[src/rtl/usec_timer_pkg.sv]
package usec_timer_pkg;

  typedef enum logic [1:0] {
    RSEL_IDLE = 2'd0,
    RSEL_LOW  = 2'd1,
    RSEL_HIGH = 2'd2
  } rsel_e;

  function automatic rsel_e decode_rsel(input logic lo, input logic hi);
    if (lo)      return RSEL_LOW;
    else if (hi) return RSEL_HIGH;
    else         return RSEL_IDLE;
  endfunction

endpackage

[src/rtl/usec_prescaler.sv]
module usec_prescaler #(
  parameter int CLK_DIV = 6
) (
  input  logic clk,
  input  logic rst,
  output logic tick_o
);
  localparam int PW = (CLK_DIV > 1) ? $clog2(CLK_DIV) : 1;
  localparam logic [PW-1:0] PH_LAST = PW'(CLK_DIV - 1);

  logic tick_q;

  generate
    if (CLK_DIV <= 1) begin : g_nodiv
      always_ff @(posedge clk) begin
        if (rst) tick_q <= 1'b0;
        else     tick_q <= 1'b1;
      end
    end else begin : g_div
      logic [PW-1:0] phase_q;
      always_ff @(posedge clk) begin
        if (rst) begin
          phase_q <= '0;
          tick_q  <= 1'b0;
        end else if (phase_q == PH_LAST) begin
          phase_q <= '0;
          tick_q  <= 1'b1;
        end else begin
          phase_q <= phase_q + 1'b1;
          tick_q  <= 1'b0;
        end
      end
    end
  endgenerate

  assign tick_o = tick_q;
endmodule

[src/rtl/usec_counter.sv]
module usec_counter #(
  parameter int CNT_W = 12
) (
  input  logic             clk,
  input  logic             rst,
  input  logic             step_i,
  output logic [CNT_W-1:0] cnt_o
);
  logic [CNT_W-1:0] cnt_q;

  always_ff @(posedge clk) begin
    if (rst)         cnt_q <= '0;
    else if (step_i) cnt_q <= cnt_q + 1'b1;
  end

  assign cnt_o = cnt_q;
endmodule

[src/rtl/usec_tap.sv]
module usec_tap #(
  parameter int CNT_W = 12,
  parameter int TAP   = 7
) (
  input  logic             clk,
  input  logic             rst,
  input  logic             step_i,
  input  logic [CNT_W-1:0] cnt_i,
  output logic             irq_o
);
  logic irq_q;

  // A step from all-ones in the low TAP bits lands on zero there.
  always_ff @(posedge clk) begin
    if (rst) irq_q <= 1'b0;
    else     irq_q <= step_i && (&cnt_i[TAP-1:0]);
  end

  assign irq_o = irq_q;
endmodule

[src/rtl/usec_read_port.sv]
module usec_read_port
  import usec_timer_pkg::*;
#(
  parameter int CNT_W  = 12,
  parameter int DATA_W = 8
) (
  input  logic              clk,
  input  logic              rst,
  input  logic              rd_lo_i,
  input  logic              rd_hi_i,
  input  logic [CNT_W-1:0]  cnt_i,
  output logic [DATA_W-1:0] rdata_o
);
  localparam int HI_W = CNT_W - DATA_W;

  logic [HI_W-1:0]   hold_q;
  logic [DATA_W-1:0] rdata_q;
  rsel_e             sel;

  assign sel = decode_rsel(rd_lo_i, rd_hi_i);

  always_ff @(posedge clk) begin
    if (rst) begin
      hold_q  <= '0;
      rdata_q <= '0;
    end else begin
      case (sel)
        RSEL_LOW: begin
          rdata_q <= cnt_i[DATA_W-1:0];
          hold_q  <= cnt_i[CNT_W-1:DATA_W];
        end
        RSEL_HIGH: rdata_q <= DATA_W'(hold_q);
        default:   rdata_q <= rdata_q;
      endcase
    end
  end

  assign rdata_o = rdata_q;
endmodule

[src/rtl/usec_timer.sv]
module usec_timer #(
  parameter int CLK_DIV  = 6,
  parameter int CNT_W    = 12,
  parameter int DATA_W   = 8,
  parameter int FAST_TAP = 7,
  parameter int SLOW_TAP = 10
) (
  input  logic              clk,
  input  logic              rst,
  input  logic              rd_lo_i,
  input  logic              rd_hi_i,
  output logic [DATA_W-1:0] rdata_o,
  output logic              irq_fast_o,
  output logic              irq_slow_o
);
  localparam int NUM_TAPS = 2;
  localparam int TAPS [NUM_TAPS] = '{FAST_TAP, SLOW_TAP};

  logic             tick_w;
  logic [CNT_W-1:0] count_w;
  logic [NUM_TAPS-1:0] irq_w;

  usec_prescaler #(.CLK_DIV(CLK_DIV)) u_presc (
    .clk(clk), .rst(rst), .tick_o(tick_w)
  );

  usec_counter #(.CNT_W(CNT_W)) u_cnt (
    .clk(clk), .rst(rst), .step_i(tick_w), .cnt_o(count_w)
  );

  genvar t;
  generate
    for (t = 0; t < NUM_TAPS; t++) begin : g_tap
      usec_tap #(.CNT_W(CNT_W), .TAP(TAPS[t])) u_tap (
        .clk(clk), .rst(rst), .step_i(tick_w), .cnt_i(count_w), .irq_o(irq_w[t])
      );
    end
  endgenerate

  usec_read_port #(.CNT_W(CNT_W), .DATA_W(DATA_W)) u_rd (
    .clk(clk), .rst(rst), .rd_lo_i(rd_lo_i), .rd_hi_i(rd_hi_i),
    .cnt_i(count_w), .rdata_o(rdata_o)
  );

  assign irq_fast_o = irq_w[0];
  assign irq_slow_o = irq_w[1];
endmodule

[config.mk]
export PLATFORM = sky130hd
export DESIGN_NAME = usec_timer
export DESIGN_NICKNAME = d
export VERILOG_FILES = /design/src/rtl/usec_timer_pkg.sv /design/src/rtl/usec_prescaler.sv /design/src/rtl/usec_counter.sv /design/src/rtl/usec_tap.sv /design/src/rtl/usec_read_port.sv /design/src/rtl/usec_timer.sv
export SDC_FILE = /design/constraint.sdc
export NUM_CORES = 1
export LEC_CHECK = 0
export BUFFER_PORTS_ARGS = -buffer_cell sky130_fd_sc_hd__buf_2
export CORE_MARGIN = 2
export CORE_UTILIZATION = 45
export DETAILED_ROUTE_END_ITERATION = 7
export HOLD_SLACK_MARGIN = 0.15
export PLACE_DENSITY = 0.71
export SYNTH_ARGS = -nofsm -noshare
export SYNTH_HDL_FRONTEND = slang
export SYNTH_SLANG_ARGS = --single-unit
[constraint.sdc]
create_clock -name clk -period 1.55 [get_ports clk]
set_clock_uncertainty 0.2 [all_clocks]
set_input_delay 0.2325 -clock clk [delete_from_list [all_inputs] [get_ports clk]]
set_output_delay 0.2325 -clock clk [all_outputs]
set_load 0.05 [all_outputs]
Yosys cells after proc, flatten, opt, wreduce, memory -nomap -nowiden
Index checks and enable logic that the tools add are counted.
{"block": "word_totals", "regBits": 30, "word_cells": 22, "input_bits": 4}
{"block": "classes", "eq_ne": 3, "n_mux": 4, "n_reduce_logical": 6, "n_addsub": 2}
{"operator": "case mux 8 bit (2 select lines)", "n": 1}
{"operator": "adder 12 x 1 -> 12 bit, second input constant", "n": 1}
{"operator": "AND reduction 10 bit", "n": 1}
{"operator": "AND reduction 7 bit", "n": 1}
{"operator": "two-way mux 2 bit", "n": 2}
{"operator": "adder 3 x 1 -> 3 bit, second input constant", "n": 1}
{"operator": "equality test 3 bit, second input constant", "n": 1}
{"operator": "equality test 2 x 1 -> 1 bit, second input constant", "n": 1}
{"operator": "equality test 2 bit, second input constant", "n": 1}
{"operator": "logical AND 1 bit", "n": 2}
{"operator": "nonzero test 2 bit", "n": 1}
{"operator": "OR reduction 2 bit", "n": 1}
{"operator": "two-way mux 1 bit", "n": 1}

Depth between registers and ports, before layout
Gate-level depths: netlist (run 1).
{"block": "depth", "word_depth": 4, "mapped_depth": 5, "depth_no_buf": 5}

Hierarchy
From an unflattened synthesis (run 1), not the netlist that was laid out.
{"block": "unflattened", "hier_cells": 131, "hier_area_um2": 1276.2}
{"mod": "usec_counter", "cells_per_inst": 58, "area_per_inst_um2": 530.5, "instances": 1}
{"mod": "usec_read_port", "cells_per_inst": 48, "area_per_inst_um2": 491.7, "instances": 1}
{"mod": "usec_prescaler", "cells_per_inst": 15, "area_per_inst_um2": 155.1, "instances": 1}
{"mod": "usec_tap (g_tap[1].u_tap)", "cells_per_inst": 5, "area_per_inst_um2": 51.3, "instances": 1}
{"mod": "usec_tap (g_tap[0].u_tap)", "cells_per_inst": 5, "area_per_inst_um2": 47.5, "instances": 1}

Worst setup path after synthesis (run 1)
OpenSTA, ideal clock, no wires.
{"block": "synth_path", "kind": "reg-to-reg", "start": "register u_cnt.cnt_q[0] (netlist: u_cnt.cnt_o[0])", "end": "register u_cnt.cnt_q[10] (netlist: u_cnt.cnt_o[10])", "required_time_ps": 1279, "arrival_time_ps": 1311, "n_path_buf": 0, "stages_incl_launch_ff": 5, "period_less_slack_ps": 1582, "slack_ps": -32, "path_cell_list": "dfxtp_1 ha_1 nand3_1 or4_1 a21oi_1"}
{"block": "synth_between", "elab_chain_cells": 1}
{"item": "start: declaration", "line": "usec_counter.sv:9", "rtl": "logic [CNT_W-1:0] cnt_q;"}
{"item": "start signal: assignment", "line": "usec_counter.sv:13", "rtl": "else if (step_i) cnt_q <= cnt_q + 1'b1;"}
{"item": "adder 12 x 1 -> 12 bit", "line": "usec_counter.sv:13"}
Every way passes these cells.
A chain may end at the register's enable or synchronous reset.

Worst setup path after layout (run 1)
{"block": "layout_path", "start": "register u_cnt.cnt_q[7] (netlist: u_cnt.cnt_o[7])", "end": "register u_cnt.cnt_q[10] (netlist: u_cnt.cnt_o[10])"}
Same word-level chain as after synthesis.

==> out/qor_table.md, run 1 <==
| Group | Metric | Value |
|:---|:---|:---|
| sta | Fin. Hold Viols | 0 |
| sta | Slew at the pin closest to its max-slew limit | 0.369 ns |
| finish | Post-route core utilization | 59.4% |
| yosys | Library cell occupying the most area in the post-synthesis netlist | sky130_fd_sc_hd__dfxtp_1 |
| yosys | Yosys Warn Count | 0 |
| global route | Via count of the first global-routing pass | 905 |
| die | Height of the chip | 56.0 µm |
| yosys | Post-synthesis share of cell area spent on xor and xnor gates | 2.87% |
| clock network | Clock net sink count | 30 |
| sta | Normalized max-slew margin | 75.4% |
| yosys | Combinational family with the most area after synthesis | simple AND/OR/NAND/NOR gates |
| worst setup path | Sum of buffers and inverters on the critical path | 0 |
| die | Rows | 18 |
| die | Number of top-level design ports | 14 |
| yosys | Sequential share of the synthesized area | 49.3% |
| finish | Combined area of the multi-input logic cells | 617 µm² |
| sta | Period Utilization, post-route | 98.7% |
| yosys | Leading cell types by count after synthesis | sky130_fd_sc_hd__dfxtp_1, sky130_fd_sc_hd__nor2_1, sky130_fd_sc_hd__a21oi_1, sky130_fd_sc_hd__mux2i_1 |
| yosys | Post-synthesis compound-gate area fraction | 7.39% |
| worst setup path | CP peak stage delay | 0.49 ns |
| finish | Layout cell share with drive strength beyond 1 | 30.3% |
| yosys | Flip-flop and latch count after synthesis | 30 |
| yosys | Most repeated cell in the gate-level netlist after synthesis | sky130_fd_sc_hd__dfxtp_1 |
| worst setup path | Maximum fanout count along the critical path | 6 |
| yosys | Most used flip-flop cell after synthesis | sky130_fd_sc_hd__dfxtp_1 |
| global route | Wire length of the first global-routing pass | 3.88 mm |
| clock network | Register clock-pin slew on the reported worst setup and hold paths | 0.08 ns |
| sta | Worst setup slack after layout | 0.0203 ns |
| sta | Min Tclk post-route | 1.53 ns |
| finish | Fill cell total of the finished layout | 230 |
| yosys | Post-synthesis share of cell area spent on full adders, half adders and majority gates | 3.08% |
| yosys | Share of flip-flops with an asynchronous set or reset | 0% |
| yosys | Cells taking the most area after synthesis | sky130_fd_sc_hd__dfxtp_1, sky130_fd_sc_hd__mux2i_1, sky130_fd_sc_hd__nor2_1, sky130_fd_sc_hd__a21oi_1, sky130_fd_sc_hd__mux2_2 |
| hold path | Path type of the worst min-delay path | input port to flop |
| yosys | Number of enable-type register cells in the synthesized netlist | 0 |
| sta | RSZ-0062 raised after global routing | yes |
| worst setup path | Worst EP arrival | 1.58 ns |
| clock network | Root buffer selected by CTS | sky130_fd_sc_hd__clkbuf_4 |
| routing | Routed wire length | 2.41 mm |
| placement | Post-placement setup slack | -0.0344 ns |
| clock network | Clock buffers created by TritonCTS | 5 |
| power | Total leakage power | 0.000612 µW |
| clock network | CTS HTree Levels | 2 |
| routing | Number of violations reported at the end of detailed-routing iteration 0 | 29 |
| routing | Detail Route Antenna Nets | 0 |
| finish | Antenna diode count | 0 |
| clock network | Maximum clock insertion buffer count | 2 |
| die | CORE AREA | 2520 µm² |
| clock network | CTS tree | done |
| status | Status | finished, final reports clean |
| routing | Drt first pass iters | 6 |
| die | Die Span X | 56.0 µm |
| worst setup path | Cell type of the slowest stage on the worst timing path | sky130_fd_sc_hd__or4_1 |
| clock network | Insertion delay to the later sink of the worst-skew pair | 0.32 ns |
| yosys | Synthesized area per cell | 9.60 µm² |
| worst setup path | Type of element capturing the critical path | flop |
| routing | Post-detailed-route via-to-cell ratio | 5.36 |
| finish | Footprint of the flip-flops and latches | 609 µm² |
| finish | Nets | 160 |
| worst setup path | Required time of the worst setup path | 1.60 ns |
| yosys | Proportion of netlist area held by the largest area contributor | 49.3% |
| routing | Remaining routing DRC violations | 0 |
| finish | Layout area overhead | 23.0% |
| yosys | Portion of netlist area occupied by mux cells | 12.8% |
| clock network | Post-CTS repair timing setup buffer count | 0 |
| yosys | Net Count, Synth | 134 |
| yosys | Synth Cell Area | 1220 µm² |
| routing | Avg WL per Cell | 13.3 µm |
| sta | Setup violation total in the final timing report | 0 |
| sta | Upper clock frequency limit | 654 MHz |
| yosys | Number of library cell types mapped by synthesis | 25 |
| job | Maximum Capacitance Violations | 0 |
| placement | Global placer's final weighted congestion | 0.812 |
| global route | Leftover overflow at the end of global routing | 0 |
| die | Full die area | 3140 µm² |
| placement | Port-buffer cells | 13 |
| global route | Antenna violations before repair | 0 |
| routing | Via count of the routed design | 975 |
| global route | Largest net degree at the start of global routing | 17 |
| worst setup path | Family with the most delay on the worst path | simple AND/OR/NAND/NOR gates |
| placement | DP HPWL | 1.72 mm |
| worst setup path | CP Cell Sequence | nand4_1 > or4_1 > a21oi_1 |
| yosys | Cells after Synth | 127 |
| worst setup path | Setup CP Type | flop to flop |
| sta | Max Slew Vio Count | 0 |
| worst setup path | Launching element type of the critical path | flop |
| die | Initial cell density of the core | 48.3% |
| power | Power density relative to cell area | 853 nW/µm² |
| power | Maximum vdd drop | 0.702 mV |
| global route | Gr usage total | 16.0% |
| yosys | Post-synthesis share of cell area spent on and, or, nand and nor gates | 20.8% |
## layout by cell type (no fill, tap or decap), types with 3 or more instances in the layout
cell	synthesis	routed
sky130_fd_sc_hd__mux2_2	4	4
sky130_fd_sc_hd__o31ai_1	4	4
sky130_fd_sc_hd__nor2_1	23	23
sky130_fd_sc_hd__a21oi_1	10	10
sky130_fd_sc_hd__buf_4	0	13
sky130_fd_sc_hd__dfxtp_2	0	4
sky130_fd_sc_hd__xor2_1	3	3
sky130_fd_sc_hd__clkbuf_4	0	5
sky130_fd_sc_hd__nand2_1	4	4
sky130_fd_sc_hd__mux2i_1	10	10
sky130_fd_sc_hd__inv_1	3	3
sky130_fd_sc_hd__nor3b_1	4	4
sky130_fd_sc_hd__buf_2	3	13
sky130_fd_sc_hd__or4_1	4	4
sky130_fd_sc_hd__dfxtp_1	30	25
## sequential cells by signal, indices dropped and copies added (netlist names)
name,cells
u_rd.hold_q,4
u_presc.tick_o,1
u_rd.rdata_o,8
u_cnt.cnt_o,12
u_presc.g_div.phase_q,3
g_tap.u_tap.irq_o,2
## layer usage
layer / part of all wire [%] / GRT usage [%] / routed length (µm) / vias up
li1: - / - / - / 492
met1: 43 / 18.5 / 1050 / 451
met2: 50 / 25.7 / 1210 / 27
met3: 5.1 / 6.28 / 122 / 5
met4: 1.3 / 7.82 / 32 / 0
met5: 0 / 0 / 0 / -
## power by group
part           internal [µW]  switching [µW]
logic                   21.1            34.5
clock network            204             238
registers                776            5.34
total                   1000             277
## final timing paths
check | cells after the start | from | slack (ns) | end
max | 3 | u_cnt.cnt_o[7] | 0.02 | u_cnt.cnt_o[10]
min | 4 | rd_hi_i | 0.17 | u_rd.rdata_o[6]
max reg2reg | 3 | u_cnt.cnt_o[7] | 0.02 | u_cnt.cnt_o[10]
min reg2reg | 1 | u_presc.g_div.phase_q[0] | 0.27 | u_presc.g_div.phase_q[0]
## worst min-delay path, delay by kind of cell
family                 cells  cell delay (ns)
buffers and inverters      1             0.19
AOI/OAI and AO/OA          1             0.11
and+or+nand+nor            2             0.12
## through the flow
stage	instances	TNS [ns]	power (µW)	cell area, µm²	hold WS, ns
after detailed placement	175	-0.0967	856	1390	0.249
after global placement	175	-0.0249	850	1390	0.234
after floorplan	127	0	841	1220	0.213
final	182	0	1280	1500	0.170
after CTS	182	0	1300	1460	0.173
after global routing	182	-0.0314	1340	1500	0.192
## cell type report
type	count	area share [%]
tap	30	2.50
clock buffer	6	3.42
inverter	3	0.751
multi-input combinational	86	41.2
sequential	30	40.7
timing repair buffer	27	11.5
## cell families after synthesis
family | Yosys count
AOI/OAI and AO/OA | 16
buffers and inverters | 11
adders and majority gates | 3
xor gates and xnor gates | 4
DFF | 30
muxes | 15
and+or+nand+nor | 48
## what timing repair did
item / CTS / global route
hold buffers: 1 / 0
endpoints found under the setup margin: 4 / 4
endpoints found under the hold margin: 12 / 0
resized for setup: 3 / 8
Power figures use the tool's default switching activity.
==> inputs of run 2 (changes only) <==
--- a/config.mk
+++ b/config.mk
@@ -10,7 +10,7 @@
 export CORE_UTILIZATION = 45
 export DETAILED_ROUTE_END_ITERATION = 7
 export HOLD_SLACK_MARGIN = 0.15
-export PLACE_DENSITY = 0.71
+export PLACE_DENSITY = 0.77
 export SYNTH_ARGS = -nofsm -noshare
 export SYNTH_HDL_FRONTEND = slang
 export SYNTH_SLANG_ARGS = --single-unit
==> run 2 against run 1 <==
Core utilization fell by 0.099 points. First-iteration DRC count fell by 55%. Flip-flop and latch count did not move. Highest routed layer unchanged.
==> out/qor_table.md, run 2 (synthesized netlist as in run 1, its figures left out) <==
| Group | Metric | Value | vs previous |
|:---|:---|:---|:---|
| clock network | Insertion delay to the later sink of the worst-skew pair | 0.32 ns | about the same |
| hold path | Critical hold path startpoint | rd_hi_i |  |
| sta | Max Slew Vio Count | 0 | unchanged |
| finish | Nets | 158 | -1.3% |
| worst setup path | Launching element type of the critical path | flop |  |
| clock network | Register clock-pin slew on the reported worst setup and hold paths | 0.10 ns | +0.02 ns |
| worst setup path | Family with the most delay on the worst path | simple AND/OR/NAND/NOR gates |  |
| global route | Leftover overflow at the end of global routing | 0 | unchanged |
| worst setup path | Worst EP arrival | 1.59 ns | about the same |
| sta | Period Utilization, post-route | 98.6% | about the same |
| worst setup path | R2R cell count | 3 | unchanged |
| power | Maximum vdd drop | 0.554 mV | -21% |
| clock network | Post-CTS repair timing setup buffer count | 0 | unchanged |
| clock network | Root buffer selected by CTS | sky130_fd_sc_hd__clkbuf_4 |  |
| finish | Layout cell share with drive strength beyond 1 | 32.9% | +2.6 points |
| hold path | Path type of the worst min-delay path | input port to flop |  |
| clock network | Maximum clock insertion buffer count | 2 | unchanged |
| routing | Remaining routing DRC violations | 0 | unchanged |
| worst setup path | CP peak stage delay | 0.53 ns | +0.04 ns |
| die | Rows | 18 | unchanged |
| power | Total leakage power | 0.000613 µW | +0.16% |
| finish | Final non-filler cell total | 182 | unchanged |
| hold path | Number of stages on the worst hold path | 4 | unchanged |
| die | Initial cell density of the core | 48.3% | unchanged |
| finish | Combined area of the multi-input logic cells | 618 µm² | +0.20% |
| worst setup path | Type of element capturing the critical path | flop |  |
| placement | Post-placement setup slack | -0.0372 ns | -0.00279 ns |
| routing | Detail Route Antenna Nets | 0 | unchanged |
| placement | Cell count after placement | 173 | -1.1% |
| hold path | Endpoint of the worst hold path | u_rd.rdata_o[4] |  |
| clock network | Clock net sink count | 30 | unchanged |
| finish | Antenna diode count | 0 | unchanged |
| worst setup path | Startpoint of the most critical register-to-register path | u_cnt.cnt_o[9] |  |
| finish | Post-route core utilization | 59.3% | -0.099 points |
| routing | Via count of the routed design | 961 | -1.4% |
| global route | Largest net degree at the start of global routing | 22 | +5 |
| sta | Min Tclk post-route | 1.53 ns | -0.00144 ns |
| finish | Footprint of the flip-flops and latches | 612 µm² | +0.41% |
| placement | DP HPWL | 1.74 mm | +1.4% |
| worst setup path | Register-to-Register Setup Slack | 0.02 ns | about the same |
| sta | Fin. Hold Viols | 0 | unchanged |
| routing | Post-detailed-route via-to-cell ratio | 5.28 | -1.4% |
| job | Maximum Capacitance Violations | 0 | unchanged |
| placement | Global placer's final weighted congestion | 0.807 | -0.58% |
| sta | RSZ-0062 raised after global routing | yes |  |
| die | Number of top-level design ports | 14 | unchanged |
| worst setup path | CP Cell Sequence | nand4_1 > or4_4 > a21oi_2 |  |
| clock network | CTS HTree Levels | 2 | unchanged |
| routing | Avg WL per Cell | 13.9 µm | +4.6% |
| global route | Via count of the first global-routing pass | 980 | +8.3% |
| finish | Max reg flops | 12 | unchanged |
| worst setup path | Worst reg2reg path endpoint | u_cnt.cnt_o[10] |  |
| die | CORE AREA | 2520 µm² | unchanged |
| worst setup path | Cell type of the slowest stage on the worst timing path | sky130_fd_sc_hd__or4_4 |  |
| placement | Port-buffer cells | 13 | unchanged |
| sta | Worst setup slack after layout | 0.0217 ns | +0.00144 ns |
| global route | Wire length of the first global-routing pass | 4.06 mm | +4.5% |
| power | Power density relative to cell area | 877 nW/µm² | +2.9% |
| sta | Setup violation total in the final timing report | 0 | unchanged |
| die | Height of the chip | 56.0 µm | unchanged |
| global route | Antenna violations before repair | 0 | unchanged |
| die | Die Span X | 56.0 µm | unchanged |
| finish | Fill cell total of the finished layout | 220 | -4.3% |
| worst setup path | Sum of buffers and inverters on the critical path | 0 | unchanged |
| worst setup path | Maximum fanout count along the critical path | 4 | -2 |
| status | Status | finished, final reports clean |  |
| sta | Upper clock frequency limit | 654 MHz | about the same |
| finish | Commonest cells after routing, fill and taps aside | sky130_fd_sc_hd__nor2_1, sky130_fd_sc_hd__dfxtp_1, sky130_fd_sc_hd__buf_2 |  |
| global route | Gr usage total | 16.7% | +0.74 points |
| worst setup path | Required time of the worst setup path | 1.61 ns | about the same |
| routing | Number of violations reported at the end of detailed-routing iteration 0 | 13 | -55% |
| die | Full die area | 3140 µm² | unchanged |
| finish | Layout area overhead | 22.8% |  |
| sta | Slew at the pin closest to its max-slew limit | 0.399 ns | +0.0303 ns |
| routing | Routed wire length | 2.52 mm | +4.6% |
| routing | Drt first pass iters | 4 | -2 |
| sta | Normalized max-slew margin | 73.4% | -2.0 points |
| clock network | Clock buffers created by TritonCTS | 5 | unchanged |
| clock network | CTS tree | done |  |
| worst setup path | Setup CP Type | flop to flop |  |
| power | Sum of internal, switching and leakage power | 1310 µW | +2.7% |
| sta | Final Hold Slack | 0.156 ns | -0.0149 ns |
## run 2: cell count changes in the layout (fill, tap and decap cells not counted), sizes merged
cell    previous run  this run
clkbuf             6         7
buf               26        24
clkinv             0         1
## run 2: worst register-to-register path, cell delays in order, from the launching register on
cell,delay [ns]
sky130_fd_sc_hd__dfxtp_1,0.42
sky130_fd_sc_hd__nand4_1,0.19
sky130_fd_sc_hd__or4_4,0.53
sky130_fd_sc_hd__a21oi_2,0.15
## run 2: through the flow
step,setup TNS [ns],area (µm²)
2_1_floorplan,0,1220
3_3_place_gp,0,1380
3_5_place_dp,-0.0430,1380
4_1_cts,0,1460
5_1_grt,-0.0398,1500
6_report,0,1500
## run 2: layer usage
layer	vias up	routed length, µm	GRT usage (%)
met3	4	106	6.28
met4	0	37	8.50
met5	-	0	0
li1	487	-	-
met2	22	1290	29.2
met1	448	1080	17.4
## run 2: area by class of cell
class	count	area share [%]
Inverter	3	0.753
Clock inverter	1	0.334
Sequential cell	30	40.9
Tap cell	30	2.51
Clock buffer	7	3.68
Multi-Input combinational cell	86	41.3
Timing Repair Buffer	25	10.5
## run 2: where the power goes
| part | switching [µW] | internal [µW] | leakage (µW) |
|---|---|---|---|
| clock network | 259 | 220 | 0.0000353 |
| logic | 32.7 | 20.6 | 0.000331 |
| registers | 5.26 | 776 | 0.000246 |
| total | 297 | 1020 | 0.000613 |
## run 2: worst max-delay path by stage
stage / start / endpoint / depth (start not counted)
after floorplan: u_cnt.cnt_o[3] / u_cnt.cnt_o[11] / 4
after global placement: u_cnt.cnt_o[1] / u_cnt.cnt_o[10] / 4
after detailed placement: u_cnt.cnt_o[1] / u_cnt.cnt_o[8] / 4
after CTS: u_cnt.cnt_o[0] / u_cnt.cnt_o[8] / 4
after global routing: u_cnt.cnt_o[6] / u_cnt.cnt_o[10] / 3
final: u_cnt.cnt_o[9] / u_cnt.cnt_o[10] / 3
## run 2: timing repair
| item | CTS | global route |
|---|---|---|
| hold buffers | 1 | 0 |
| endpoints found under the hold margin | 13 | 0 |
| gates resized for setup | 4 | 11 |
| endpoints found under the setup margin | 2 | 4 |
